File: src/rtl/startup_seq_pkg.sv
package startup_seq_pkg;
  typedef enum logic [1:0] {
    ST_RESET = 2'd0,
    ST_INIT  = 2'd1,
    ST_HOLD  = 2'd2,
    ST_RUN   = 2'd3
  } seq_state_e;
endpackage

File: src/rtl/reset_sync.sv
module reset_sync #(
  parameter int STAGES = 2
) (
  input  logic clk_i,
  input  logic rst_ni,
  input  logic d_i,
  output logic q_o
);
  logic [STAGES-1:0] chain_q;

  generate
    if (STAGES == 1) begin : g_single
      always_ff @(posedge clk_i or negedge rst_ni) begin
        if (!rst_ni) chain_q <= '1;
        else         chain_q <= d_i;
      end
    end else begin : g_chain
      always_ff @(posedge clk_i or negedge rst_ni) begin
        if (!rst_ni) chain_q <= '1;
        else         chain_q <= {chain_q[STAGES-2:0], d_i};
      end
    end
  endgenerate

  assign q_o = chain_q[STAGES-1];
endmodule

File: src/rtl/width_monitor.sv
module width_monitor #(
  parameter int MIN_WIDTH = 4
) (
  input  logic clk_i,
  input  logic rst_ni,
  input  logic rst_sync_i,
  output logic short_o
);
  localparam int SAT = MIN_WIDTH + 1;
  localparam int CW  = $clog2(SAT + 1);

  logic          rst_q;
  logic [CW-1:0] wid_q;

  always_ff @(posedge clk_i or negedge rst_ni) begin
    if (!rst_ni) begin
      rst_q   <= 1'b1;
      wid_q   <= '0;
      short_o <= 1'b0;
    end else begin
      rst_q <= rst_sync_i;
      if (rst_sync_i) begin
        if (!rst_q)                   wid_q <= CW'(1);
        else if (wid_q != CW'(SAT))   wid_q <= wid_q + CW'(1);
      end
      if (rst_sync_i && !rst_q)       short_o <= 1'b0;
      else if (!rst_sync_i && rst_q)  short_o <= (wid_q <= CW'(MIN_WIDTH));
    end
  end

  // a new reset clears the flag
  p_flag_clear_r4: assert property (@(posedge clk_i) disable iff (!rst_ni)
    (rst_sync_i && !rst_q) |=> !short_o);
  // flag only moves at a reset boundary
  p_flag_stable_r4: assert property (@(posedge clk_i) disable iff (!rst_ni)
    (rst_sync_i == rst_q) |=> $stable(short_o));
endmodule

File: src/rtl/startup_fsm.sv
module startup_fsm
  import startup_seq_pkg::*;
#(
  parameter int INIT_CYCLES = 7,
  parameter int NMI_BLANK   = 1
) (
  input  logic clk_i,
  input  logic rst_ni,
  input  logic rst_sync_i,
  input  logic nmi_i,
  input  logic hold_req_i,
  input  logic core_ale_i,
  input  logic core_hlda_i,
  output logic core_run_o,
  output logic bus_float_o,
  output logic ale_o,
  output logic hold_ack_o,
  output logic status_oe_o,
  output logic status_idle_o,
  output logic nmi_ok_o
);
  localparam int CW = $clog2(INIT_CYCLES + 1);
  localparam logic [CW-1:0] LAST = CW'(INIT_CYCLES - 1);

  seq_state_e    st_q;
  logic [CW-1:0] cnt_q;
  logic          first_q;

  always_ff @(posedge clk_i or negedge rst_ni) begin
    if (!rst_ni) begin
      st_q    <= ST_RESET;
      cnt_q   <= '0;
      first_q <= 1'b0;
    end else begin
      first_q <= rst_sync_i && (st_q != ST_RESET);
      if (rst_sync_i) begin
        st_q  <= ST_RESET;
        cnt_q <= '0;
      end else begin
        unique case (st_q)
          ST_RESET: begin
            st_q  <= ST_INIT;
            cnt_q <= '0;
          end
          ST_INIT: begin
            if (cnt_q == LAST) st_q <= hold_req_i ? ST_HOLD : ST_RUN;
            else               cnt_q <= cnt_q + CW'(1);
          end
          ST_HOLD: if (!hold_req_i) st_q <= ST_RUN;
          default: ;
        endcase
      end
    end
  end

  logic nmi_open;
  assign nmi_open = (st_q == ST_RUN) || (st_q == ST_HOLD) ||
                    ((st_q == ST_INIT) && (cnt_q >= CW'(NMI_BLANK)));

  assign core_run_o    = (st_q == ST_RUN);
  assign bus_float_o   = (st_q == ST_RESET) || (st_q == ST_HOLD);
  assign ale_o         = (st_q == ST_RUN) && core_ale_i;
  assign hold_ack_o    = (st_q == ST_HOLD) || ((st_q == ST_RUN) && core_hlda_i);
  assign status_idle_o = (st_q == ST_RESET);
  assign status_oe_o   = (st_q != ST_RESET) || first_q;
  assign nmi_ok_o      = nmi_i && nmi_open;

  p_run_stops_r1: assert property (@(posedge clk_i) disable iff (!rst_ni)
    rst_sync_i |=> !core_run_o);
  p_init_len_r2: assert property (@(posedge clk_i) disable iff (!rst_ni)
    (st_q == ST_INIT && cnt_q != LAST && !rst_sync_i) |=> (st_q == ST_INIT));
  p_init_done_r2: assert property (@(posedge clk_i) disable iff (!rst_ni)
    (st_q == ST_INIT && cnt_q == LAST && !rst_sync_i && !hold_req_i) |=> core_run_o);
  p_nmi_blank_r5: assert property (@(posedge clk_i) disable iff (!rst_ni)
    (st_q == ST_RESET) |-> !nmi_ok_o);
  p_quiet_r6: assert property (@(posedge clk_i) disable iff (!rst_ni)
    (st_q == ST_INIT) |-> (!ale_o && !hold_ack_o && !bus_float_o));
  p_status_once_r7: assert property (@(posedge clk_i) disable iff (!rst_ni)
    (st_q == ST_RESET && status_oe_o) |=> (!status_oe_o || st_q != ST_RESET));
  p_hold_r8: assert property (@(posedge clk_i) disable iff (!rst_ni)
    (st_q == ST_HOLD) |-> (hold_ack_o && !core_run_o));
endmodule

File: src/rtl/cpu_startup_seq.sv
module cpu_startup_seq #(
  parameter int          ADDR_W      = 20,
  parameter logic [19:0] RESET_VEC   = 20'hFFFF0,
  parameter int          SYNC_STAGES = 2,
  parameter int          MIN_WIDTH   = 4,
  parameter int          INIT_CYCLES = 7,
  parameter int          NMI_BLANK   = 1
) (
  input  logic              clk_i,
  input  logic              rst_ni,
  input  logic              reset_req_i,
  input  logic              nmi_i,
  input  logic              hold_req_i,
  input  logic              core_ale_i,
  input  logic              core_hlda_i,
  output logic              core_run_o,
  output logic [ADDR_W-1:0] start_addr_o,
  output logic              bus_float_o,
  output logic              ale_o,
  output logic              hold_ack_o,
  output logic              status_oe_o,
  output logic              status_idle_o,
  output logic              nmi_ok_o,
  output logic              short_pulse_o
);
  logic rst_sync;

  reset_sync #(.STAGES(SYNC_STAGES)) i_sync (
    .clk_i  (clk_i),
    .rst_ni (rst_ni),
    .d_i    (reset_req_i),
    .q_o    (rst_sync)
  );

  width_monitor #(.MIN_WIDTH(MIN_WIDTH)) i_width (
    .clk_i      (clk_i),
    .rst_ni     (rst_ni),
    .rst_sync_i (rst_sync),
    .short_o    (short_pulse_o)
  );

  startup_fsm #(.INIT_CYCLES(INIT_CYCLES), .NMI_BLANK(NMI_BLANK)) i_fsm (
    .clk_i         (clk_i),
    .rst_ni        (rst_ni),
    .rst_sync_i    (rst_sync),
    .nmi_i         (nmi_i),
    .hold_req_i    (hold_req_i),
    .core_ale_i    (core_ale_i),
    .core_hlda_i   (core_hlda_i),
    .core_run_o    (core_run_o),
    .bus_float_o   (bus_float_o),
    .ale_o         (ale_o),
    .hold_ack_o    (hold_ack_o),
    .status_oe_o   (status_oe_o),
    .status_idle_o (status_idle_o),
    .nmi_ok_o      (nmi_ok_o)
  );

  assign start_addr_o = ADDR_W'(RESET_VEC);

  // vector is constant out of reset
  p_vector_r3: assert property (@(posedge clk_i) disable iff (!rst_ni)
    $rose(core_run_o) |-> (start_addr_o == ADDR_W'(RESET_VEC)));
endmodule

File: config.mk
export PLATFORM = sky130hd
export DESIGN_NAME = cpu_startup_seq
export DESIGN_NICKNAME = d
export VERILOG_FILES = /design/src/rtl/startup_seq_pkg.sv /design/src/rtl/reset_sync.sv /design/src/rtl/width_monitor.sv /design/src/rtl/startup_fsm.sv /design/src/rtl/cpu_startup_seq.sv
export SDC_FILE = /design/constraint.sdc
export NUM_CORES = 1
export LEC_CHECK = 0
export BUFFER_PORTS_ARGS = -buffer_cell sky130_fd_sc_hd__clkbuf_2
export CORE_MARGIN = 5
export CORE_UTILIZATION = 40
export CTS_CLUSTER_DIAMETER = 50
export DETAILED_ROUTE_END_ITERATION = 7
export PLACE_DENSITY = 0.67
export SLEW_MARGIN = 40
export SYNTH_ARGS = -nofsm -noshare
export SYNTH_HDL_FRONTEND = slang
export SYNTH_SLANG_ARGS = --single-unit
export TNS_END_PERCENT = 5
File: constraint.sdc
create_clock -name clk_i -period 1.84 [get_ports clk_i]
set_input_delay 0.276 -clock clk_i [delete_from_list [all_inputs] [get_ports clk_i]]
set_output_delay 0.276 -clock clk_i [all_outputs]
set_load 0.005 [all_outputs]
==> results.cfg, run 1 <==
[global_route]
grt_max_degree = 16
antenna_found_initial = 0
grt_pass1_wl_microns = 2600
overflow = 0
grt.total_usage_pct = 9.68
grt_pass1_vias = 609

[sta]
setup_viol_count_final = 0
rsz0062_at_grt = no
clock_skew_ps = 3.47
fin_crit_sh_pct = 94.4
final.setup.tns_ps = 0
period_needed_ps = 1740
slew_viol_final = 0
finalHoldViolations = 0
clock.fmax_mhz = 575

[floorplan]
core_area_sq_um = 2210
rows = 17
die_x_microns = 58.3
start_util_pct = 42.3
die-area_sq_um = 3400
top_level_ports = 35
die_y_microns = 58.3

[drt]
route.vias.total = 668
drt-pass1-iter-count = 4
drtAntennaViolNets = 0
drt_first_iter_violations = 16
wl_microns = 1640
wl_per_cell_microns = 11.4
drt-vias-per-instance = 4.64
drc = 0

[synth]
avgSynthCellArea_sq_um = 9.35
yosysTopAreaCell = dfrtp_1
synth_async_sr_flop_share_pct = 100
ys_types = 29
yosys-top-cells-area = dfrtp_1, buf_4, ha_1
synth_flop_cell = dfrtp_1
yosysTopAreaCellShare_pct = 26.8
synth_seq_cells = 13
yosysSeqAreaShare_pct = 35.2
yosys_warnings = 0
synth_cells = 100
synth-edff-count = 0
mappedNetlistArea_sq_um = 935

[critical_path]
path_class = reg2out
critical_path.endpoint_type = output pin
crit_arrival_ps = 1460
r2r_slack_ps = 350
crit_required_ps = 1560
path_max_fanout = 7
startpoint_type = register

[pwr]
finalPower_w = 0.00114
p_clk_share_pct = 14.9
switching_share_pct = 39.8
cellPowerDensity_nw_per_um2 = 1140
p_int_w = 0.000688
peakVddDrop_uv = 527
comb_power_share_pct = 46.5
power.leakage_nw = 0.499
p_switching_w = 0.000454
pwr-share-seq_pct = 38.6

[finish]
layout.cells.non_filler = 144
syn_to_final_growth_pct = 7.50
layout_common_cells = conb_1, clkbuf_2, ha_1
drive_above_1_share_pct = 23.3
layout_commonest_cell = conb_1
nets = 135
n_antenna_cell = 0

[placed_design]
place_hpwl_microns = 1270
io_buffers = 14
dp.cells = 139
gp_congestion = 0.868

[clocking]
cts-root-buf = clkbuf_4
clkLatencyLatePin_ps = 260
clockBufferDepth = 2
cts_tree = built
cts_made_buffers = 3
h-tree-depth = 1
cts.clk_slew.worst_paths_ps = 70
clkSinkCount = 13

[run_status]
status = finished clean

[hold_path]
hold_path_class = in2reg

[job]
maxCapViolCount = 0
==> layout make-up <==
| class | instances | area (sq um) |
|---|---|---|
| sequential | 13 | 333 |
| clock buffer | 4 | 26.3 |
| timing repair buffer | 15 | 80.1 |
| tap | 28 | 35.0 |
| multi-input combinational | 75 | 497 |
| inverter | 9 | 33.8 |
| fill | 223 | 1210 |
==> synthesized netlist by cell type (all sizes together) (3+ instances only) <==
library cell  count
nand2             7
o41ai             3
nand3             3
nor2b             4
a21oi             5
dfstp             3
buf              21
dfrtp            10
ha               11
inv               9
o21ai             5
==> cell families (layout without fill, tap and decap cells) <==
group	Yosys count	after routing	share of synthesized area, %
buf+inv	30	28	20.2
other cells	2	20	0.804
simple gates	21	21	11.6
fa+ha+maj	11	11	14.7
flops	13	13	35.2
compound gates	23	23	17.4
==> path summary, 6_finish.rpt <==
path,start,depth (start not counted),to
max,i_fsm.st_q[1],4,bus_float_o
min,reset_req_i,1,i_sync.chain_q[0]
max reg2reg,i_fsm.st_q[1],5,i_fsm.st_q[1]
min reg2reg,i_sync.chain_q[0],0,i_sync.chain_q[1]
max in group asynchronous,rst_ni,2,i_sync.chain_q[1]
min in group asynchronous,rst_ni,2,i_width.wid_q[2]
==> worst max-delay path, stage by stage (launching register included) <==
cell and delay, ps:
dfrtp_2 420, inv_1 120, ha_1 250, or2_2 300, clkbuf_2 110
==> what timing repair did <==
action                                 CTS  global route
setup endpoints to repair                1             2
gates resized for setup                  1             4
pin swaps                                0             0
hold buffers                             1             0
buffers inserted                         0             0
endpoints found under the hold margin   10             0
==> power by group through the flow <==
stage               clock [W]  combinational, W  sequential (W)
global placement            0          0.000487        0.000431
CTS                  0.000176          0.000524        0.000432
detailed placement          0          0.000511        0.000437
floorplan                   0          0.000389        0.000418
global route         0.000194          0.000600        0.000453
finish               0.000170          0.000531        0.000441
==> per-stage QoR <==
stage	hold slack, ps	util [%]	setup slack, ps	instance area, sq um
finish	89.7	45.4	102	1000
detailed placement	179	43.0	261	952
global placement	179	43.0	377	952
global route	78.0	45.4	5.81	1000
CTS	82.0	44.8	56.0	991
floorplan	-19.6	-	487	1000
==> metal layers <==
| metal | global-route usage, % | vias to the layer above | share of wire (%) |
|---|---|---|---|
| met5 | 0 | - | 0 |
| met4 | 2.98 | 0 | 1.4 |
| met3 | 2.19 | 2 | 8.6 |
| met2 | 16.9 | 24 | 49 |
| met1 | 11.7 | 310 | 41 |
| li1 | - | 332 | - |
==> state kept, by name, summed over array words and instances (netlist names) <==
signal	flops
i_width.wid_q	3
i_width.short_o	1
i_sync.chain_q	2
i_fsm.first_q	1
i_fsm.cnt_q	3
i_width.rst_q	1
i_fsm.st_q	2
Power figures use the tool's default switching activity.
==> run 2: changes to the inputs <==
--- a/config.mk
+++ b/config.mk
@@ -7,10 +7,12 @@
 export LEC_CHECK = 0
 export BUFFER_PORTS_ARGS = -buffer_cell sky130_fd_sc_hd__clkbuf_2
 export CORE_MARGIN = 5
-export CORE_UTILIZATION = 40
+export CORE_UTILIZATION = 48
+export CTS_BUF_LIST = sky130_fd_sc_hd__clkbuf_16
 export CTS_CLUSTER_DIAMETER = 50
 export DETAILED_ROUTE_END_ITERATION = 7
-export PLACE_DENSITY = 0.67
+export GPL_TIMING_DRIVEN = 0
+export PLACE_DENSITY = 0.78
 export SLEW_MARGIN = 40
 export SYNTH_ARGS = -nofsm -noshare
 export SYNTH_HDL_FRONTEND = slang
==> run 2 against run 1 <==
Net effect:
- register-to-register slack worse by 120 ps
- sequential share of layout area is 5.6 points lower
- wire length is 14% higher
- cell count is 14% higher
- global-route usage is 4.5 points higher
- largest cell class unchanged
- largest power group unchanged
==> results.cfg, run 2 (synthesis gave the netlist of run 1 again) <==
[global_route]
grt_pass1_wl_microns = 2970
overflow = 0
grt_pass1_vias = 721
grt_max_degree = 14
grt.total_usage_pct = 14.2
antenna_found_initial = 0

[sta]
finalHoldViolations = 0
rsz0062_at_grt = no
fin_crit_sh_pct = 95.1
clock.fmax_mhz = 571
clock_skew_ps = 2.59
slew_viol_final = 0
period_needed_ps = 1750
final.setup.tns_ps = 0
setup_viol_count_final = 0

[pwr]
peakVddDrop_uv = 752
power.leakage_nw = 0.620
cellPowerDensity_nw_per_um2 = 1160

[drt]
drt-pass1-iter-count = 5
drtAntennaViolNets = 0
drt-vias-per-instance = 4.59
wl_per_cell_microns = 11.4
drc = 0
drt_first_iter_violations = 17
wl_microns = 1870
route.vias.total = 752

[critical_path]
path_max_fanout = 8
crit_required_ps = 1560
path_class = reg2out
startpoint_type = register
critical_path.endpoint_type = output pin
crit_buf_inv = 2
crit_family = flip-flops
crit_arrival_ps = 1470
max_stage_delay_ps = 450
slowest_stage = dfrtp_2
crit_chain = inv_1, ha_2, o41ai_1, a21boi_1, clkbuf_2

[finish]
syn_to_final_growth_pct = 28.2
layout_common_cells = buf_4, conb_1, clkbuf_2
reg_top3 = i_fsm.cnt_q: 3 flops, i_width.wid_q: 3 flops
fin_area_sq_um = 1200
multi_input_area_sq_um = 487
n_antenna_cell = 0
seqCellArea_sq_um = 330
drive_above_1_share_pct = 33.6
nets = 156
fill_cells = 161

[clocking]
clkLatencyLatePin_ps = 240
clockBufferDepth = 2
cts.clk_slew.worst_paths_ps = 40
cts_tree = built
cts_made_buffers = 3
h-tree-depth = 1
cts-root-buf = clkbuf_16
clkSinkCount = 13

[job]
maxCapViolCount = 0

[placed_design]
place_hpwl_microns = 1450
gp_congestion = 0.728
placed_area_sq_um = 1110
io_buffers = 14

[floorplan]
core_area_sq_um = 1900
die-area_sq_um = 2930
top_level_ports = 35
die_x_microns = 54.1
die_y_microns = 54.1
start_util_pct = 49.1
rows = 16

[hold_path]
hold_path_class = in2reg

[run_status]
status = finished clean
==> run 2: worst register-to-register path, delay by kind of cell (launching register included) <==
kind	cells	cell delay (ps)
flops	1	450
buf+inv	1	150
fa+ha+maj	1	270
compound gates	3	600
==> run 2: through the flow <==
step	cells	worst slack [ps]	utilization (%)	hold WS (ps)	power, W
3_5_place_dp	159	197	58.2	186	0.000989
2_1_floorplan	118	487	-	-19.6	0.000807
4_1_cts	164	80.5	63.0	120	0.00140
6_report	164	89.5	63.0	121	0.00139
3_3_place_gp	159	283	58.2	181	0.000941
5_1_grt	164	23.3	63.0	114	0.00150
==> run 2: path summary, 6_finish.rpt <==
kind / start / to / cells past startpoint / slack (ps)
worst max register to register: i_fsm.st_q[1] / i_fsm.st_q[1] / 5 / 230
worst max-delay path: i_fsm.st_q[1] / nmi_ok_o / 5 / 90
max in group asynchronous: rst_ni / i_sync.chain_q[0] / 2 / 1090
worst min-delay path: reset_req_i / i_sync.chain_q[0] / 1 / 120
min in group asynchronous: rst_ni / i_fsm.first_q / 2 / 460
worst min register to register: i_sync.chain_q[0] / i_sync.chain_q[1] / 0 / 360
==> run 2: what timing repair did <==
item                                   in CTS  in global routing
setup endpoints to repair                   2                  0
buffers inserted                            0                  0
hold buffers                                1                  0
endpoints found under the hold margin      10                  0
resized for setup                           2                  0
==> run 2: per-layer routing <==
| layer | share of wire, % | vias up | track usage (%) |
|---|---|---|---|
| li1 | - | 378 | - |
| met3 | 9.6 | 2 | 5.54 |
| met5 | 0 | - | 0 |
| met4 | 1.0 | 0 | 3.73 |
| met2 | 49 | 36 | 26.7 |
| met1 | 40 | 336 | 14.3 |
==> run 2: layout make-up <==
type,instances,share of cell area [%]
well taps,27,2.82
flip-flops and latches,13,27.6
repair buffers,15,6.68
clock inverters,1,0.313
plain buffers,21,12.9
multi-input cells,75,40.6
clock buffers,3,6.26
inverters,9,2.82
==> run 2: power by group <==
group / leakage, nW / switching [W] / internal (W) / total (W)
Clock: 0.0423 / 0.000111 / 0.000286 / 0.000397
Sequential: 0.161 / 0.0000747 / 0.000361 / 0.000436
Combinational: 0.417 / 0.000303 / 0.000258 / 0.000561
Total: 0.620 / 0.000489 / 0.000906 / 0.00139
